## src/rtl/smram_ctl_pkg.sv

```systemverilog
package smram_ctl_pkg;
  localparam int REG_W     = 8;
  localparam int SEG_W     = 3;
  localparam int BIT_OPEN  = 6;
  localparam int BIT_CLOSE = 5;
  localparam int BIT_LOCK  = 4;
  localparam int BIT_GEN   = 3;

  typedef struct packed {
    logic open;
    logic close;
    logic lock;
    logic gen;
  } smram_fields_t;

  // lock may be taken only with gen in the same write and open already clear
  function automatic logic lock_ok(smram_fields_t cur, logic [REG_W-1:0] wd);
    return !cur.lock && wd[BIT_LOCK] && wd[BIT_GEN] && !cur.open;
  endfunction

  function automatic logic conflict_hit(smram_fields_t cur, logic [REG_W-1:0] wd);
    return !cur.lock && wd[BIT_OPEN] && wd[BIT_CLOSE];
  endfunction

  function automatic smram_fields_t next_fields(smram_fields_t cur, logic [REG_W-1:0] wd);
    smram_fields_t nf;
    nf       = cur;
    nf.close = wd[BIT_CLOSE];
    if (!cur.lock) begin
      nf.gen  = wd[BIT_GEN];
      nf.open = wd[BIT_OPEN] && !wd[BIT_CLOSE];
      if (lock_ok(cur, wd)) begin
        nf.lock = 1'b1;
        nf.open = 1'b0;
      end
    end
    return nf;
  endfunction

  function automatic logic visible(smram_fields_t f, logic smm, logic fetch);
    if (!f.gen) return 1'b0;
    if (smm)    return !(f.close && !fetch);
    return f.open && !f.lock;
  endfunction

  function automatic logic [REG_W-1:0] pack_rd(smram_fields_t f, logic [SEG_W-1:0] seg);
    return {1'b0, f.open, f.close, f.lock, f.gen, seg};
  endfunction
endpackage

```

## src/rtl/smram_field_regs.sv

```systemverilog
module smram_field_regs
  import smram_ctl_pkg::*;
(
  input  logic             clk,
  input  logic             rst_n,
  input  logic             wr_en,
  input  logic [REG_W-1:0] wr_data,
  output smram_fields_t    fields_q,
  output logic             conflict_q,
  output logic             lock_accept
);
  logic conflict_now;

  assign lock_accept  = wr_en && lock_ok(fields_q, wr_data);
  assign conflict_now = wr_en && conflict_hit(fields_q, wr_data);

  always_ff @(posedge clk or negedge rst_n) begin
    if (!rst_n) begin
      fields_q   <= '0;
      conflict_q <= 1'b0;
    end else begin
      if (wr_en)        fields_q   <= next_fields(fields_q, wr_data);
      if (conflict_now) conflict_q <= 1'b1;
    end
  end
endmodule

```

## src/rtl/smram_visibility.sv

```systemverilog
module smram_visibility
  import smram_ctl_pkg::*;
(
  input  smram_fields_t fields,
  input  logic          smm_active,
  input  logic          code_fetch,
  output logic          vis
);
  always_comb vis = visible(fields, smm_active, code_fetch);
endmodule

```

## src/rtl/smram_ctl.sv

```systemverilog
module smram_ctl
  import smram_ctl_pkg::*;
#(
  parameter logic [SEG_W-1:0] SEG_CODE = 3'b010
) (
  input  logic             clk,
  input  logic             rst_n,
  input  logic             wr_en,
  input  logic [REG_W-1:0] wr_data,
  input  logic             smm_active,
  input  logic             code_fetch,
  output logic [REG_W-1:0] rd_data,
  output logic             dram_visible,
  output logic             sw_conflict
);
  smram_fields_t fields_q;
  logic          lock_accept;

  smram_field_regs u_regs (
    .clk        (clk),
    .rst_n      (rst_n),
    .wr_en      (wr_en),
    .wr_data    (wr_data),
    .fields_q   (fields_q),
    .conflict_q (sw_conflict),
    .lock_accept(lock_accept)
  );

  smram_visibility u_vis (
    .fields    (fields_q),
    .smm_active(smm_active),
    .code_fetch(code_fetch),
    .vis       (dram_visible)
  );

  assign rd_data = pack_rd(fields_q, SEG_CODE);
endmodule

```

## config.mk

```make
export PLATFORM = sky130hd
export DESIGN_NAME = smram_ctl
export DESIGN_NICKNAME = d
export VERILOG_FILES = /design/src/rtl/smram_ctl_pkg.sv /design/src/rtl/smram_field_regs.sv /design/src/rtl/smram_visibility.sv /design/src/rtl/smram_ctl.sv
export SDC_FILE = /design/constraint.sdc
export NUM_CORES = 1
export LEC_CHECK = 0
export BUFFER_PORTS_ARGS = -buffer_cell sky130_fd_sc_hd__buf_2
export CORE_AREA = 2 2 39 41
export DETAILED_ROUTE_END_ITERATION = 8
export DIE_AREA = 0 0 41 43
export GPL_ROUTABILITY_DRIVEN = 1
export PLACE_DENSITY = 0.46
export REMOVE_ABC_BUFFERS = 1
export SYNTH_ARGS = -nofsm -noshare
export SYNTH_HDL_FRONTEND = slang
export SYNTH_HIERARCHICAL = 1
export SYNTH_SLANG_ARGS = --single-unit
```

## constraint.sdc

```tcl
create_clock -name clk -period 1.4 [get_ports clk]
set_input_delay 0.07 -clock clk [delete_from_list [all_inputs] [get_ports clk]]
set_output_delay 0.07 -clock clk [all_outputs]
set_load 0.03 [all_outputs]
```

# == After elaboration in Yosys (flattened, before gate mapping) ==
# Index checks and enable logic that the tools add are counted.
# classes
mux,9
bitwise,1
reduce_logical,15
# ops
op,count
logical AND 1 bit,9
two-way mux 1 bit,8
logical NOT 1 bit,5
two-way mux 2 bit,1
AND reduction 2 bit,1
NOT 1 bit,1
# word_totals
ff_bits,5
inputBits,13
out_inout_bits,10
word_cells,30

# == Longest topological paths before layout ==
# depth
ltp_word,6
mapped_depth,2
ltp_nobuf,2

# == Hierarchy ==
# Netlist, hierarchy kept.
# by_module_without_submodules
mod,n_inst,cells_each,area_each_um2,seq_area_each_um2
smram_field_regs,1,15,217.7,125.1
smram_ctl,1,6,37.5,0.0
smram_visibility,1,3,23.8,0.0

# == Worst setup path after synthesis ==
# No wires, ideal clock.
# synth_timing
path_type,register -> register
startpoint,reg u_regs/fields_q[1] (netlist name)
endpoint,reg u_regs/fields_q[0] (netlist name)
setup_ns,0.125
t_arrival_ns,1.017
required_time_ns,1.275
setup_slack_ns,0.258
stages_incl_launch_ff,3
path_buffers,0
period_less_slack_ns,1.142
path_cell_list,dfrtp_1 -> nor2b_4 -> mux2_2
# synth_between
elab_chain_len,2
# synth_lines
element
NOT 1 bit (no line)
AND reduction 2 bit (no line)
# No other way between the ends.
# A chain may end at the register's enable or synchronous reset.

# == Worst setup path in the final report ==
# layout_timing
startpoint,reg u_regs/fields_q[1] (netlist name)
endpoint,out dram_visible
# layout_between
elab_chain_len,4
# layout_lines
element,line,source
logical NOT 1 bit,smram_ctl_pkg.sv:43,return f.open && !f.lock;
logical AND 1 bit,smram_ctl_pkg.sv:43,
two-way mux 1 bit,smram_ctl_pkg.sv:43,
two-way mux 1 bit,smram_ctl_pkg.sv:42,if (smm) return !(f.close && !fetch);
end: declaration,smram_ctl.sv:13,"output logic dram_visible,"
# No other way between the ends.

==> impl_metrics.toml <==
[clock_tree]
numCtsBuffers = 3
cts-resized-gates = 0
path_clk_slew_ps = 40
clk_path_buf_depth = 2
htreeDepth = 1
clkLatencyLatePin_ps = 240
clockRootBuffer = "clkbuf_4"
clock_sinks = 5
tritoncts = "yes"

[global_routing]
antenna_found_initial = 0
grt_pass1_wl_um = 621
grt_max_degree = 7
track_usage = 0.0626
grt_pass1_vias = 151
grt_overflow = 0

[run_status]
outcome = "finished, final reports clean"

[worst_setup_path]
worstPathMaxFanout = 6
critical_path_class = "register to primary output"
crit_required_ps = 1330
rr_endpoint = "u_regs/fields_q[0]"
r2r_start = "u_regs/fields_q[1]"
crit_arrival_ps = 1150
critPathLaunchType = "register"
critPathCapture = "dram_visible"
reg2regPathDepth = 2
critical_path.startpoint = "u_regs/fields_q[1]"
critPathCaptureType = "primary output"
r2r_slack_ps = 330

[finish]
nets = 54
num_antenna_cells = 0
seq_area_um2 = 125
final_util = 0.272
fill_cells = 155
postLayoutCellArea_um2 = 377
drive_gt1_frac = 0.525
area_growth_pct = 38.1
multiInputGateArea_um2 = 121

[pwr]
p_leak_nw = 0.194
vdd_drop_max_v = 0.000742
finalPower_mw = 0.697
pwr_density_cell_mw_per_mm2 = 1850

[floorplan]
core_area_mm2 = 0.00138
dieWidth_um = 41
initial_core_util = 0.197
rows = 14
ios = 23
die_y_um = 43
die_area_mm2 = 0.00176

[route]
drc_errors = 0
wl_per_cell_um = 9.21
ant_nets = 0
drtIter0Drc = 0
routed_via_density = 3.71
drtPass1Iterations = 1
vias = 208
wirelength_um = 516

[timing]
tns_ps = 0
fin_crit_sh = 0.872
maxClockFrequency_mhz = 819
clock_skew_ps = 1.97
fin_ws_ps = 180
hold_violations = 0
finalCriticalPeriod_ps = 1220
drv_slew = 0
setup_violations = 0
rsz0062_at_grt = "no"

[logic_synthesis]
syn_area_per_cell_um2 = 11.9
synth_warnings = 6
synth_area_um2 = 273
syn_inst = 23

[place]
gp_congestion = 0.610
place_area_um2 = 340
io_buffers = 14
place_ws_ps = 338

[worst_hold_path]
hp-class = "input port to register"

[run]
cap_violations = 0
## stage by stage
| stage | instances | hold slack (ps) |
|---|---|---|
| 2_1_floorplan | 21 | -226 |
| 3_3_place_gp | 51 | -105 |
| 3_5_place_dp | 51 | -108 |
| 4_1_cts | 56 | 71.5 |
| 5_1_grt | 56 | 66.0 |
| 6_report | 56 | 79.6 |
## registers in the layout, indices dropped and copies added, names as in the netlist
signal             cells
u_regs/conflict_q      1
u_regs/fields_q        4
## report_power, final
group	internal, mW	switching, mW
combinational	0.112	0.182
sequential	0.193	0.0476
clock	0.107	0.0548
total	0.412	0.284
## worst max-delay path, cell delays in order (launching register included)
cell and delay, ps:
dfrtp_1 450, nor2b_1 140, o211a_1 140, buf_2 190
## worst min-delay path by stage
stage,startpoint,endpoint,cells after the start,slack (ps)
4_1_cts,wr_data[3],u_regs/fields_q[0],2,70
2_1_floorplan,rst_n,u_regs/conflict_q,0,-230
6_report,wr_data[3],u_regs/fields_q[0],2,80
3_3_place_gp,rst_n,u_regs/fields_q[3],1,-110
3_5_place_dp,rst_n,u_regs/fields_q[1],1,-110
5_1_grt,wr_data[3],u_regs/fields_q[0],2,70
## cell usage in the layout, fill, tap and decap left out, drive strengths merged
cell type / n
o22ai: 1
nand3b: 1
clkbuf: 4
dfrtp: 5
a31o: 1
buf: 14
dlygate4sd3: 1
o211a: 1
a21o: 1
nand4bb: 1
inv: 1
conb: 4
nor2b: 2
mux2: 2
and4bb: 1
## repair_timing
item / CTS / global route
hold buffers: 1 / 0
setup buffers: 0 / 0
endpoints found under the hold margin: 5 / 0
## layout make-up
class	count	area share
clock buffers	4	0.0698
inverters	1	0.00997
multi-input cells	15	0.322
flip-flops and latches	5	0.332
well taps	16	0.0532
repair buffers	15	0.213
## routing by layer
metal / routed length [um] / global-route usage / up-vias
li1: - / - / 107
met1: 280 / 0.0820 / 85
met2: 158 / 0.0500 / 16
met3: 77 / 0.0628 / 0
met4: 0 / 0.0600 / 0
met5: 0 / 0 / -
Power figures use the tool's default switching activity.
